===== src/rtl/link_wdt_pkg.sv =====
package link_wdt_pkg;
  localparam int CODE_W    = 3;
  localparam int NUM_CODES = (1 << CODE_W) - 1;

  typedef logic [CODE_W-1:0] wdt_code_t;

  localparam wdt_code_t CODE_OFF = '0;
endpackage


===== src/rtl/link_wdt_period_decode.sv =====
module link_wdt_period_decode
  import link_wdt_pkg::*;
#(
  parameter int CNT_W = 13,
  parameter logic [NUM_CODES*CNT_W-1:0] PERIODS = '0
) (
  input  logic             clk,
  input  logic             rst,
  input  wdt_code_t        code,
  output logic [CNT_W-1:0] limit_q,
  output logic             en_q
);
  logic [CNT_W-1:0] hit [NUM_CODES];
  logic [CNT_W-1:0] limit_d;

  generate
    for (genvar g = 0; g < NUM_CODES; g++) begin : g_entry
      assign hit[g] = (code == wdt_code_t'(g + 1)) ? PERIODS[g*CNT_W +: CNT_W] : '0;
    end
  endgenerate

  always_comb begin
    limit_d = '0;
    for (int i = 0; i < NUM_CODES; i++) limit_d = limit_d | hit[i];
  end

  always_ff @(posedge clk) begin
    if (rst) begin
      limit_q <= '0;
      en_q    <= 1'b0;
    end else begin
      limit_q <= limit_d;
      en_q    <= (code != CODE_OFF);
    end
  end

  // an enabled period is never zero
  assert_limit_nonzero_R8: assert property (@(posedge clk) disable iff (rst)
    en_q |-> (limit_q != '0));
endmodule


===== src/rtl/link_wdt_tick_counter.sv =====
module link_wdt_tick_counter #(
  parameter int CNT_W = 13
) (
  input  logic             clk,
  input  logic             rst,
  input  logic             restart,
  input  logic             tick,
  input  logic             en,
  input  logic [CNT_W-1:0] limit,
  output logic             expire
);
  logic [CNT_W-1:0] cnt;
  logic             at_end;

  assign at_end = (cnt == limit - CNT_W'(1));
  assign expire = tick && en && !restart && at_end;

  always_ff @(posedge clk) begin
    if (rst || restart) begin
      cnt <= '0;
    end else if (tick && en) begin
      cnt <= at_end ? '0 : cnt + CNT_W'(1);
    end
  end

  // the count never passes the selected period
  assert_no_overflow_R3: assert property (@(posedge clk) disable iff (rst)
    en |-> (cnt < limit));
  // a good transfer leaves the count at zero
  assert_restart_clears_R4: assert property (@(posedge clk) disable iff (rst)
    restart |=> (cnt == '0));
  // without a tick the count holds
  assert_hold_without_tick_R3: assert property (@(posedge clk) disable iff (rst)
    (!tick && !restart) |=> $stable(cnt));
endmodule


===== src/rtl/link_wdt_fault_latch.sv =====
module link_wdt_fault_latch (
  input  logic clk,
  input  logic rst,
  input  logic expire,
  input  logic fault_rd,
  output logic flag
);
  always_ff @(posedge clk) begin
    if (rst)           flag <= 1'b0;
    else if (expire)   flag <= 1'b1;
    else if (fault_rd) flag <= 1'b0;
  end

  // flag only rises after an expiry
  assert_rise_on_expire_R3: assert property (@(posedge clk) disable iff (rst)
    $rose(flag) |-> $past(expire));
  // flag only falls after a status read
  assert_fall_on_read_R5: assert property (@(posedge clk) disable iff (rst)
    $fell(flag) |-> $past(fault_rd));
  // expiry wins over a same-cycle read
  assert_set_wins_R9: assert property (@(posedge clk) disable iff (rst)
    (expire && fault_rd) |=> flag);
endmodule


===== src/rtl/link_watchdog.sv =====
module link_watchdog
  import link_wdt_pkg::*;
#(
  parameter int CNT_W = 13,
  parameter logic [NUM_CODES*CNT_W-1:0] PERIODS = {
    CNT_W'(5814), CNT_W'(2542), CNT_W'(1124), CNT_W'(497),
    CNT_W'(220),  CNT_W'(97),   CNT_W'(43)}
) (
  input  logic       clk,
  input  logic       rst,
  input  logic [2:0] period_code,
  input  logic       frame_ok,
  input  logic       tick,
  input  logic       fault_rd,
  output logic       timeout_flag,
  output logic       alarm_req
);
  wdt_code_t        code_q;
  logic             code_chg;
  logic [CNT_W-1:0] limit;
  logic             en;
  logic             restart;
  logic             expire;

  always_ff @(posedge clk) begin
    if (rst) code_q <= CODE_OFF;
    else     code_q <= period_code;
  end

  assign code_chg = (period_code != code_q);
  assign restart  = frame_ok || code_chg || !en;

  link_wdt_period_decode #(.CNT_W(CNT_W), .PERIODS(PERIODS)) u_decode (
    .clk(clk), .rst(rst), .code(period_code), .limit_q(limit), .en_q(en));

  link_wdt_tick_counter #(.CNT_W(CNT_W)) u_count (
    .clk(clk), .rst(rst), .restart(restart), .tick(tick), .en(en),
    .limit(limit), .expire(expire));

  link_wdt_fault_latch u_latch (
    .clk(clk), .rst(rst), .expire(expire), .fault_rd(fault_rd),
    .flag(timeout_flag));

  always_ff @(posedge clk) begin
    if (rst)           alarm_req <= 1'b0;
    else if (expire)   alarm_req <= 1'b1;
    else if (fault_rd) alarm_req <= 1'b0;
  end

  // a disabled watchdog never expires
  assert_off_silent_R2: assert property (@(posedge clk) disable iff (rst)
    (period_code == CODE_OFF) |-> !expire);
  // a period write never expires in the same cycle
  assert_code_write_restart_R7: assert property (@(posedge clk) disable iff (rst)
    code_chg |-> !expire);
  // alarm request follows the status flag
  assert_alarm_mirror_R10: assert property (@(posedge clk) disable iff (rst)
    alarm_req == timeout_flag);
endmodule


===== config.mk =====
export PLATFORM = sky130hd
export DESIGN_NAME = link_watchdog
export DESIGN_NICKNAME = d
export VERILOG_FILES = /design/src/rtl/link_wdt_pkg.sv /design/src/rtl/link_wdt_period_decode.sv /design/src/rtl/link_wdt_tick_counter.sv /design/src/rtl/link_wdt_fault_latch.sv /design/src/rtl/link_watchdog.sv
export SDC_FILE = /design/constraint.sdc
export NUM_CORES = 1
export LEC_CHECK = 0
export BUFFER_PORTS_ARGS = -buffer_cell sky130_fd_sc_hd__buf_2
export CAP_MARGIN = 20
export CORE_ASPECT_RATIO = 0.75
export CORE_MARGIN = 2
export CORE_UTILIZATION = 50
export DETAILED_ROUTE_END_ITERATION = 10
export PLACE_DENSITY_LB_ADDON = 0.15
export SYNTH_ARGS = -nofsm -noshare
export SYNTH_HDL_FRONTEND = slang
export SYNTH_HIERARCHICAL = 1
export SYNTH_SLANG_ARGS = --single-unit

===== constraint.sdc =====
create_clock -name clk -period 2.6 [get_ports clk]
set_input_delay 0.39 -clock clk [delete_from_list [all_inputs] [get_ports clk]]
set_output_delay 0.39 -clock clk [all_outputs]
set_load 0.005 [all_outputs]

== After elaboration in Yosys (flattened, before gate mapping) ==
Index checks and enable logic that the tools add are counted.
W data, S select, Z words.

* Flip-flop bits (word level): 31
* Bits in latches: 0
* Bits in writable memories: 0
* ROM bits: 0
* Input bits: 8
* Output and inout bits: 2
* Word-level logic and storage cells: 42
* Memories kept: 0

* Add/sub/neg operators: 2
* $mul: 0
* Div/mod/pow operators: 0
* Magnitude comparators: 0
* Equal/unequal tests: 9
* Shifts and indexed selects: 0
* Multiplexer cells: 10
* Bitwise logic cells: 6
* Reductions and logical operators: 10

{| class="wikitable"
|+ Operators with widths
! kind !! number
|-
| $or A13 B13 Y13 || 6
|-
| $mux W13 || 2
|-
| $add A13 B1 Y13 const B || 1
|-
| $eq A13 B13 Y1 || 1
|-
| $sub A13 B1 Y13 const B || 1
|-
| $eq A3 B3 Y1 const B || 4
|-
| $mux W12 || 1
|-
| $mux W11 || 1
|-
| $mux W9 || 1
|-
| $mux W8 || 1
|-
| $mux W7 || 1
|-
| $eq A3 B2 Y1 const B || 2
|-
| $mux W6 || 1
|-
| $eq A3 B1 Y1 const B || 1
|-
| $logic_and A1 B1 Y1 || 3
|-
| $logic_or A1 B1 Y1 || 3
|-
| $ne A3 B3 Y1 || 1
|-
| $reduce_bool A3 Y1 || 1
|-
| $logic_not A1 Y1 || 2
|-
| $mux W1 || 2
|-
| $reduce_bool A2 Y1 || 1
|}

== Depth between registers and ports, before layout ==
Gate-level depths: netlist (run 1).

* Depth after elaboration: 8
* Mapped depth: 10
* Depth with buffers taken out: 10

== Modules after synthesis ==
The synthesis (run 1) kept the hierarchy.

{| class="wikitable"
|+ Modules (own cells, without submodules)
! module !! times used !! cells each !! area an instance (sq um) !! sequential area each (sq um)
|-
| link_wdt_tick_counter || 1 || 135 || 1129.8 || 260.2
|-
| link_wdt_period_decode || 1 || 47 || 454.2 || 260.2
|-
| link_watchdog || 1 || 15 || 163.9 || 80.1
|-
| link_wdt_fault_latch || 1 || 4 || 38.8 || 20.0
|}

== Worst setup path before layout (run 1) ==
Ideal clock, no wire load.

* Path type: register to register
* Start: reg u_decode.limit_q[2]
* End: reg u_latch.flag
* Library setup time: 66 ps
* Arrival: 2386 ps
* Required time: 2534 ps
* Setup slack: 148 ps
* Stages on the path, launching flop included: 10
* Path buffers: 1
* Clock period less this slack: 2452 ps
* Cell sequence: dfxtp_1 > buf_6 > or4_4 > or3_4 > a2111oi_4 > o2111ai_2 > nor4_4 > nor2b_1 > inv_1 > a21oi_2

* Longest elaborated chain between the ends: 4
* Elaborated cells between the ends (all ways): 5
* Classes of those cells: add/sub: 1; eq/ne: 1; mux: 1; reduce/logical: 2

{| class="wikitable"
|+ RTL lines
! what !! RTL line !! RTL
|-
| from (decl) || link_wdt_period_decode.sv:10 || <nowiki>output logic [CNT_W-1:0] limit_q,</nowiki>
|-
| from (signal assigned) || link_wdt_period_decode.sv:32 || <nowiki>limit_q <= limit_d;</nowiki>
|-
| $sub A13 B1 Y13 * || link_wdt_tick_counter.sv:15 || <nowiki>assign at_end = (cnt == limit - CNT_W'(1));</nowiki>
|-
| $eq A13 B13 Y1 * || link_wdt_tick_counter.sv:15 ||
|-
| $logic_and A1 B1 Y1 * || link_wdt_tick_counter.sv:16 || <nowiki>assign expire = tick && en && !restart && at_end;</nowiki>
|-
| via expire || link_watchdog.sv:23 || <nowiki>logic expire;</nowiki>
|-
| $mux W1 or $reduce_bool A2 Y1 (tied branches) || - ||
|-
| to (signal assigned) || link_wdt_fault_latch.sv:9 || <nowiki>if (rst) flag <= 1'b0;</nowiki>
|-
| to (signal assigned) || link_wdt_fault_latch.sv:10 || <nowiki>else if (expire) flag <= 1'b1;</nowiki>
|-
| to (signal assigned) || link_wdt_fault_latch.sv:11 || <nowiki>else if (fault_rd) flag <= 1'b0;</nowiki>
|-
| to (decl) || link_wdt_fault_latch.sv:6 || <nowiki>output logic flag</nowiki>
|}

The timed path passes the listed nets; every way through them passes the cells marked *.
A chain may end at the register's enable or synchronous reset.

== Final worst setup path (run 1) ==
* Start: reg u_decode.limit_q[1]
* End: reg u_count.cnt[10]

* Longest elaborated chain between the ends: 3

{| class="wikitable"
|+ RTL lines
! what !! RTL line !! RTL
|-
| $sub A13 B1 Y13 || link_wdt_tick_counter.sv:15 ||
|-
| $eq A13 B13 Y1 || link_wdt_tick_counter.sv:15 ||
|-
| $mux W13 || link_wdt_tick_counter.sv:22 || <nowiki>cnt <= at_end ? '0 : cnt + CNT_W'(1);</nowiki>
|-
| to (signal assigned) || link_wdt_tick_counter.sv:22 ||
|-
| to (decl) || link_wdt_tick_counter.sv:12 || <nowiki>logic [CNT_W-1:0] cnt;</nowiki>
|}

No other way between the ends.

==> impl_metrics.env, run 1 <==
export IMPL_r2r_setup_slack_ps=100
export IMPL_synthTopCellsByCount="dfxtp_1 (31), xnor2_1 (20), nand2_1 (16), nor2_1 (14), nand3_1 (11)"
export IMPL_synth_top_area_share_pct=34.7
export IMPL_netSwitchingFraction_pct=26.2
export IMPL_synth_area_per_cell_sq_um=8.89
export IMPL_root_buffer="clkbuf_8"
export IMPL_cp_arrival_ps=2660
export IMPL_clockPowerShare_pct=35.4
export IMPL_fin_setup_tns_ps=0
export IMPL_crit_family="simple AND/OR/NAND/NOR gates"
export IMPL_max_cap_viol_count=0
export IMPL_first_global_vias=1387
export IMPL_crit_buf_inv=1
export IMPL_synthesis_area_sq_um=1790
export IMPL_async_reset_ff_share_pct=0
export IMPL_ys_ff_latch=31
export IMPL_hold_violations=0
export IMPL_gp_congestion=0.825
export IMPL_regArea_sq_um=623
export IMPL_final_nets=221
export IMPL_hold_depth=3
export IMPL_cts_sinks=31
export IMPL_p_comb_share_pct=14.2
export IMPL_yosysMostFrequentCell="dfxtp_1"
export IMPL_synthCells=201
export IMPL_timing_rr_end="u_count/cnt[10]"
export IMPL_p_switching_mw=0.263
export IMPL_htreeDepth=2
export IMPL_synth_top_family_by_area="simple AND/OR/NAND/NOR gates"
export IMPL_status="completed"
export IMPL_boundaryPins=10
export IMPL_endpoint_kind="register"
export IMPL_synth_top_area_cell="dfxtp_1"
export IMPL_slew_headroom_pct=65.6
export IMPL_worst_pin_slew_ps=511
export IMPL_cts_hold_buf=0
export IMPL_synth_xor_xnor_area_share_pct=13.7
export IMPL_multi_input_area_sq_um=1070
export IMPL_core_sq_um=3360
export IMPL_gr_total_overflow=0
export IMPL_ir_worst_vdd_mv=0.409
export IMPL_seqPwrFrac_pct=50.4
export IMPL_p_leak_nw=0.644
export IMPL_hp_class="primary input to register"
export IMPL_portBuffers=9
export IMPL_antenna_cells=0
export IMPL_cp_required_ps=2750
export IMPL_fin_skew_ps=8.70
export IMPL_hold_start="fault_rd"
export IMPL_cp_slowest_stage_delay_ps=530
export IMPL_cp_slowest_cell="or4_4"
export IMPL_clkTransAtPathRegs_ps=60
export IMPL_vias=1409
export IMPL_p_int_mw=0.740
export IMPL_antenna_found_initial=0
export IMPL_yosys_warnings=6
export IMPL_reg2reg_depth=7
export IMPL_synth_nets=211
export IMPL_grt_max_degree=20
export IMPL_cts_setup_buffers=0
export IMPL_cts_buffers=5
export IMPL_p_per_area_nw_per_um2=517
export IMPL_synthSimpleGateAreaFrac_pct=31.4
export IMPL_synth_area_leaders="dfxtp_1 (35%), xnor2_1 (9.8%), nor3_2 (5.6%)"
export IMPL_synthFlopType="dfxtp_1"
export IMPL_crit_path_start_kind="register"
export IMPL_placed_cells=244
export IMPL_r2r_start="u_decode/limit_q[1]"
export IMPL_rows=18
export IMPL_rsz0062_at_grt="true"
export IMPL_ys_seq_area_share_pct=34.7
export IMPL_area_delta_synth_final_pct=8.61
export IMPL_report_final_slew_viol_count=0
export IMPL_drt_pass1_iter_count=4
export IMPL_drc=0
export IMPL_start_util_pct=53.2
export IMPL_critical_path_cell_count=7
export IMPL_synth_edff_count=0
export IMPL_cts_tree="built"
export IMPL_drive_above_1_share_pct=22.6
export IMPL_timing_final_crit_share_pct=96.3
export IMPL_via_per_inst=5.59
export IMPL_worstSkewPairLatency_ps=280
export IMPL_synth_compound_gate_area_share_pct=12.4
export IMPL_synthAdderAreaFrac_pct=1.40
export IMPL_drt_iter0_drc=61
export IMPL_dp_hpwl_um=2720
export IMPL_post_route_min_period_ps=2500
export IMPL_die_area_sq_um=4070
export IMPL_whs_endpoint="alarm_req"
export IMPL_fillCellCount=305
export IMPL_drtAntennaViolNets=0
export IMPL_cp_cell_sequence="or4_4 -> or3_4 -> a2111oi_4 -> o2111ai_2 -> nor4_4 -> buf_4 -> nor3_2"
export IMPL_grt_pass1_wl_um=6080
export IMPL_routed_wirelength_um=3680
export IMPL_grt_use_total_pct=19.3
export IMPL_clock_path_buffers=2
export IMPL_wl_per_cell_um=14.6
export IMPL_die_h_um=55.8
export IMPL_yosysUniqueCellTypes=48
export IMPL_fp_dieW_um=73.0
export IMPL_path_max_fanout=10
export IMPL_path_class="register to register"
export IMPL_clock_fmax_mhz=399
export IMPL_muxShareOfSynthArea_pct=0.560
export IMPL_setup_viol=0
export IMPL_layout_cells_non_filler=252
-- sequential cells by signal, indices dropped and copies added, names as in the netlist --
name and count:
code_q 3, u_latch/flag 1, u_decode/limit_q 12, u_decode/en_q 1, alarm_req 1, u_count/cnt 13
-- cell type report --
cell class	count	share of cell area [%]
multi-input combinational	151	55.3
sequential	31	32.1
timing repair buffer	14	4.26
clock buffer	7	3.93
tap	40	2.58
inverter	8	1.55
clock inverter	1	0.258
-- repair_timing --
| item | CTS | global route |
|---|---|---|
| endpoints found under the setup margin | 0 | 7 |
| endpoints found under the hold margin | 0 | 0 |
| gates resized for setup | 0 | 7 |
-- metrics by stage --
stage | setup slack (ps) | total power, mW | utilization, % | instance area, sq um | hold slack [ps]
after floorplan | 148 | 0.621 | - | 1790 | 452
after global placement | 127 | 0.648 | 55.0 | 1850 | 470
after CTS | 25.4 | 1.02 | 57.5 | 1930 | 391
final | 95.4 | 1.00 | 57.8 | 1940 | 405
after global routing | -6.28 | 1.05 | 57.8 | 1940 | 399
after detailed placement | 50.1 | 0.654 | 55.0 | 1850 | 485
-- per-layer routing --
layer  global-route usage, %  part of all wire, %  up-vias
li1                        -                    -      714
met1                    25.1                   50      660
met2                    28.6                   44       25
met3                    7.61                  4.6       10
met4                    7.41                  1.8        0
met5                       0                    0        -
-- cells by family (layout without fill, tap and decap cells) --
family,after synthesis,in the layout
buffers and inverters,19,30
AO/OA/AOI/OAI,29,29
adder cells (fa/ha/maj),2,2
AND/OR/NAND/NOR,91,91
XOR/XNOR,28,28
multiplexers,1,1
flip-flops,31,31
-- how the worst max path moves through the flow --
stage / to / start / slack [ps]
3_5_place_dp: alarm_req / u_decode/limit_q[0] / 50
3_3_place_gp: u_latch/flag / u_decode/limit_q[1] / 130
6_report: u_count/cnt[10] / u_decode/limit_q[1] / 100
2_1_floorplan: u_latch/flag / u_decode/limit_q[2] / 150
4_1_cts: alarm_req / u_decode/limit_q[0] / 30
5_1_grt: alarm_req / u_decode/limit_q[1] / -6
-- cells in the final DEF (no fill, tap or decap), types with 2 or more instances in the layout --
cell type / instances
buf_2: 9
and3_1: 2
nand2_1: 16
dfxtp_1: 29
o22ai_1: 2
clkbuf_8: 5
dfxtp_2: 2
a21oi_2: 3
ha_1: 2
inv_1: 6
or3b_1: 2
a21oi_1: 9
nand3_1: 11
nand4_1: 5
nor3_1: 5
o21ai_0: 4
nor3_2: 10
buf_4: 5
clkbuf_1: 2
nand2b_1: 4
xor2_1: 8
nor2_1: 14
nor4_1: 2
or2_2: 2
inv_2: 2
nor2b_1: 5
xnor2_1: 20
-- power groups by stage --
stage | sequential, mW | combinational (mW) | clock (mW)
final | 0.506 | 0.142 | 0.355
after global routing | 0.507 | 0.154 | 0.393
after CTS | 0.505 | 0.140 | 0.375
after detailed placement | 0.515 | 0.139 | 0
after global placement | 0.514 | 0.134 | 0
after floorplan | 0.510 | 0.111 | 0
-- worst register-to-register path, cell delays in order (launching register included) --
cell and delay (ps):
dfxtp_2 330, or4_4 530, or3_4 350, a2111oi_4 310
o2111ai_2 210, nor4_4 320, buf_4 260, nor3_2 70
(Power assumes the default switching activity.)
==> run 2, diff against run 1 <==
Settings changed: CORE_ASPECT_RATIO 0.75 to 1.75.
==> impl_metrics.env, run 2 (same netlist as run 1, synthesis figures left out) <==
export IMPL_status="completed"
export IMPL_r2r_start="u_decode/limit_q[0]"
export IMPL_slew_headroom_pct=67.6
export IMPL_hold_ws_ps=396
export IMPL_dp_hpwl_um=2760
export IMPL_r2r_setup_slack_ps=100
export IMPL_p_per_area_nw_per_um2=514
export IMPL_worst_pin_slew_ps=481
export IMPL_hold_start="fault_rd"
export IMPL_area_delta_synth_final_pct=8.82
export IMPL_mostFrequentLayoutCells="dfxtp_1 (31), xnor2_1 (20), nand2_1 (16)"
export IMPL_rows=28
export IMPL_drt_pass1_iter_count=4
export IMPL_drive_above_1_share_pct=20.7
export IMPL_layout_setup_ws_ps=101
export IMPL_top_register="u_count/cnt"
export IMPL_cts_setup_buffers=0
export IMPL_placed_cells=250
export IMPL_cp_required_ps=2750
export IMPL_core_sq_um=3400
export IMPL_final_common_cell="dfxtp_1"
export IMPL_largest_reg_flops=13
export IMPL_die_h_um=83.1
export IMPL_cts_resized_gates=0
export IMPL_grt_max_degree=20
export IMPL_report_final_slew_viol_count=0
export IMPL_reg2reg_depth=7
export IMPL_gr_total_overflow=0
export IMPL_timing_rr_end="u_count/cnt[1]"
export IMPL_wl_met3_um=92
export IMPL_drc=0
export IMPL_dp_slack_ps=95.9
export IMPL_drt_iter0_drc=19
export IMPL_cts_hold_buf=0
export IMPL_largestRegisters="u_count/cnt x13, u_decode/limit_q x12, code_q x3"
export IMPL_cts_buffers=5
export IMPL_boundaryPins=10
export IMPL_setup_viol=0
export IMPL_die_area_sq_um=4090
export IMPL_root_buffer="clkbuf_8"
export IMPL_wl_per_cell_um=13.6
export IMPL_portBuffers=9
export IMPL_via_per_inst=5.52
export IMPL_hold_violations=0
export IMPL_hp_class="primary input to register"
export IMPL_path_max_fanout=5
export IMPL_antenna_found_initial=0
export IMPL_timing_final_crit_share_pct=96.1
export IMPL_clkTransAtPathRegs_ps=60
export IMPL_clock_path_buffers=2
export IMPL_fp_dieW_um=49.2
export IMPL_post_route_min_period_ps=2500
export IMPL_max_cap_viol_count=0
export IMPL_gp_congestion=0.856
export IMPL_final_nets=222
export IMPL_worstSkewPairLatency_ps=270
export IMPL_path_class="register to register"
export IMPL_grt_use_total_pct=19.8
export IMPL_crit_path_start_kind="register"
export IMPL_whs_endpoint="alarm_req"
export IMPL_hold_depth=3
export IMPL_vias=1424
export IMPL_routed_wl_met2_um=2030
export IMPL_top_layer_used="met4"
export IMPL_wl_met1_um=1310
export IMPL_cts_tree="built"
export IMPL_utilization_pct=57.2
export IMPL_start_util_pct=52.6
export IMPL_ir_worst_vdd_mv=0.369
export IMPL_antenna_cells=0
export IMPL_layout_cells_non_filler=258
export IMPL_rsz0062_at_grt="true"
export IMPL_htreeDepth=2
export IMPL_cts_sinks=31
export IMPL_fin_skew_ps=3.23
export IMPL_drtAntennaViolNets=0
export IMPL_clock_fmax_mhz=400
export IMPL_p_leak_nw=0.646
export IMPL_first_global_vias=1463
export IMPL_cp_arrival_ps=2650
export IMPL_grt_pass1_wl_um=6370
export IMPL_fin_setup_tns_ps=0
export IMPL_routed_wirelength_um=3500
export IMPL_endpoint_kind="register"
-- run 2: layer usage --
layer | track usage (%) | vias up
met5 | 0 | -
met4 | 7.27 | 0
met3 | 4.86 | 9
met2 | 37.3 | 22
met1 | 20.0 | 678
li1 | - | 715
-- run 2: final cells by class --
| class | instances | area [sq um] |
|---|---|---|
| fillers | 344 | 1450 |
| multi-input cells | 151 | 1070 |
| flip-flops and latches | 31 | 621 |
| repair buffers | 15 | 90.1 |
| clock buffers | 7 | 76.3 |
| well taps | 45 | 56.3 |
| inverters | 8 | 30.0 |
| clock inverters | 1 | 5.00 |
-- run 2: where the power goes --
part | leakage [nW] | internal, mW | switching (mW)
combinational | 0.350 | 0.0642 | 0.0788
sequential | 0.253 | 0.489 | 0.0146
clock | 0.0422 | 0.187 | 0.165
total | 0.646 | 0.741 | 0.258
-- run 2: how the worst max path moves through the flow --
stage / from / endpoint / slack, ps / depth (start not counted)
after floorplan: u_decode/limit_q[2] / u_latch/flag / 150 / 9
after global placement: u_decode/limit_q[1] / u_count/cnt[2] / 130 / 7
after detailed placement: u_decode/limit_q[0] / u_count/cnt[5] / 100 / 7
after CTS: u_decode/limit_q[0] / u_count/cnt[5] / 90 / 7
after global routing: u_decode/limit_q[0] / u_count/cnt[1] / 2 / 7
final: u_decode/limit_q[0] / u_count/cnt[1] / 100 / 7
-- run 2: through the flow --
step | area (sq um) | power [mW]
after floorplan | 1790 | 0.621
after global placement | 1860 | 0.653
after detailed placement | 1860 | 0.657
after CTS | 1940 | 1.01
after global routing | 1940 | 1.05
final | 1940 | 0.999
-- run 2: critical path, stage by stage, from the launching register on --
cell,delay (ps)
dfxtp_1,350
or4_4,520
or3_4,350
a2111oi_4,360
o2111ai_2,200
buf_4,190
o311ai_1,280
a21oi_1,110
==> run 3, diff against run 2 <==
Settings changed: ABC_AREA set to 1.
==> impl_metrics.env, run 3 <==
export IMPL_worstSkewPairLatency_ps=280
export IMPL_path_class="register to register"
export IMPL_cts_setup_buffers=0
export IMPL_largest_reg_flops=13
export IMPL_synthTopCellsByCount="nand2_1 (77), inv_1 (40), nor2_1 (35), dfxtp_1 (31), nor2_2 (18)"
export IMPL_mostFrequentLayoutCells="nand2_1 (77), inv_1 (40), nor2_1 (35)"
export IMPL_p_switching_mw=0.311
export IMPL_synth_nets=297
export IMPL_rsz0062_at_grt="false"
export IMPL_timing_final_crit_share_pct=78.8
export IMPL_gp_congestion=0.851
export IMPL_p_per_area_nw_per_um2=501
export IMPL_synthCells=287
export IMPL_rows=29
export IMPL_cp_required_ps=2770
export IMPL_cts_buffers=5
export IMPL_synthFlopType="dfxtp_1"
export IMPL_drt_iter0_drc=23
export IMPL_routed_wirelength_um=4030
export IMPL_layout_setup_ws_ps=552
export IMPL_start_util_pct=52.6
export IMPL_placed_cells=340
export IMPL_vias=1674
export IMPL_final_nets=311
export IMPL_cp_slowest_cell="dfxtp_1"
export IMPL_cp_cell_sequence="inv_1 -> ha_1 -> nand2_1 -> nor2_1 -> nand3_1 -> nand3_1 -> nand2_1 -> nor2_4 -> nand4_2 -> nand2_2 -> nor2_1"
export IMPL_setup_viol=0
export IMPL_gr_total_overflow=0
export IMPL_die_area_sq_um=4390
export IMPL_synth_top_area_share_pct=32.2
export IMPL_fp_dieW_um=50.9
export IMPL_clock_fmax_mhz=488
export IMPL_ys_ff_latch=31
export IMPL_clkTransAtPathRegs_ps=70
export IMPL_core_sq_um=3660
export IMPL_antenna_cells=0
export IMPL_path_max_fanout=11
export IMPL_largestRegisters="u_count/cnt x13, u_decode/limit_q x12, code_q x3"
export IMPL_cts_tree="built"
export IMPL_synth_area_leaders="dfxtp_1 (32%), nand2_1 (15%), inv_1 (7.8%)"
export IMPL_dp_slack_ps=584
export IMPL_layout_cells_non_filler=348
export IMPL_yosysUniqueCellTypes=25
export IMPL_top_register="u_count/cnt"
export IMPL_wl_per_cell_um=11.6
export IMPL_crit_buf_inv=1
export IMPL_cp_arrival_ps=2220
export IMPL_grt_use_total_pct=21.6
export IMPL_endpoint_kind="register"
export IMPL_grt_max_degree=12
export IMPL_p_leak_nw=0.924
export IMPL_dp_hpwl_um=3350
export IMPL_synthesis_area_sq_um=1930
export IMPL_portBuffers=9
export IMPL_yosysMostFrequentCell="nand2_1"
export IMPL_crit_path_start_kind="register"
export IMPL_p_int_mw=0.739
export IMPL_area_delta_synth_final_pct=8.77
export IMPL_synth_area_per_cell_sq_um=6.71
export IMPL_drt_pass1_iter_count=4
export IMPL_seqPwrFrac_pct=48.0
export IMPL_synth_edff_count=0
export IMPL_cts_resized_gates=0
export IMPL_drtAntennaViolNets=0
export IMPL_drive_above_1_share_pct=20.2
export IMPL_boundaryPins=10
export IMPL_grt_pass1_wl_um=7140
export IMPL_hold_violations=0
export IMPL_slew_headroom_pct=76.0
export IMPL_htreeDepth=2
export IMPL_hp_class="primary input to register"
export IMPL_ir_worst_vdd_mv=0.539
export IMPL_fin_setup_tns_ps=0
export IMPL_report_final_slew_viol_count=0
export IMPL_cp_slowest_stage_delay_ps=300
export IMPL_fin_skew_ps=7.34
export IMPL_async_reset_ff_share_pct=0
export IMPL_p_comb_share_pct=16.9
export IMPL_final_common_cell="nand2_1"
export IMPL_clockPowerShare_pct=35.1
export IMPL_cts_sinks=31
export IMPL_netSwitchingFraction_pct=29.7
export IMPL_worst_pin_slew_ps=358
export IMPL_via_per_inst=4.81
export IMPL_post_route_min_period_ps=2050
export IMPL_crit_family="simple AND/OR/NAND/NOR gates"
export IMPL_status="completed"
export IMPL_drc=0
export IMPL_clock_path_buffers=2
export IMPL_first_global_vias=1665
export IMPL_max_cap_viol_count=0
export IMPL_synth_top_area_cell="dfxtp_1"
export IMPL_die_h_um=86.1
export IMPL_root_buffer="clkbuf_8"
export IMPL_cts_hold_buf=0
export IMPL_yosys_warnings=6
export IMPL_ys_seq_area_share_pct=32.2
export IMPL_antenna_found_initial=0
==> run 3: cell count changes after synthesis, moves of 5 or more <==
cell / previous run / this run
clkbuf_1: 5 / 0
inv_1: 8 / 40
inv_2: 0 / 8
nand2_1: 16 / 77
nand2_2: 0 / 6
nor2_1: 14 / 35
nor2_2: 0 / 18
nor2_4: 0 / 6
nor2b_1: 7 / 0
nor3_2: 10 / 0
xnor2_1: 20 / 7
==> run 3: worst paths after layout <==
path                            slack, ps  cells past startpoint         endpoint                 from
worst min register to register        470                      2     u_latch/flag         u_latch/flag
worst max register to register        550                     11  u_count/cnt[12]  u_decode/limit_q[1]
worst max-delay path                  550                     11  u_count/cnt[12]  u_decode/limit_q[1]
worst min-delay path                  390                      3        code_q[1]       period_code[1]
==> run 3: routing by layer <==
metal | share of wire [%] | wire length [um] | global-route usage, %
met5 | 0 | 0 | 0
met4 | 2.9 | 117 | 10.1
met3 | 2.3 | 91 | 3.14
met1 | 38 | 1520 | 21.3
met2 | 57 | 2300 | 42.1
==> run 3: cell type report <==
class	count	area [sq um]
fill	365	1570
sequential	31	621
inverter	48	180
clock inverter	2	12.5
clock buffer	6	72.6
timing repair buffer	9	45.0
tap	46	57.6
multi-input combinational	206	1110
==> run 3: cells by family (layout without fill, tap and decap cells) <==
| logic type | Yosys count | count (layout) | synth area share [%] |
|---|---|---|---|
| compound gates | 18 | 18 | 4.94 |
| buf+inv | 50 | 65 | 10.3 |
| flops | 31 | 31 | 32.2 |
| simple gates | 169 | 169 | 43.5 |
| fa+ha+maj | 2 | 2 | 1.30 |
| xor+xnor | 17 | 17 | 7.73 |
==> run 3: worst register-to-register path, cell delays in order, from the launching register on <==
cell and delay, ps:
dfxtp_1 300, inv_1 120, ha_1 270, nand2_1 80, nor2_1 200, nand3_1 130, nand3_1 150, nand2_1 110
nor2_4 130, nand4_2 90, nand2_2 300, nor2_1 70
==> run 3: power by group through the flow <==
stage	registers (mW)	clock network (mW)	logic [mW]
after floorplan	0.511	0	0.142
after global placement	0.515	0	0.176
after detailed placement	0.515	0	0.178
after CTS	0.504	0.375	0.178
after global routing	0.506	0.408	0.203
final	0.504	0.369	0.177
==> run 3: per-stage QoR <==
stage / utilization, % / total power [mW] / hold slack, ps / instance area, sq um
2_1_floorplan: - / 0.653 / 452 / 1930
3_3_place_gp: 54.9 / 0.691 / 463 / 2010
3_5_place_dp: 54.9 / 0.693 / 460 / 2010
4_1_cts: 57.2 / 1.06 / 381 / 2100
5_1_grt: 57.2 / 1.12 / 403 / 2100
6_report: 57.2 / 1.05 / 389 / 2100
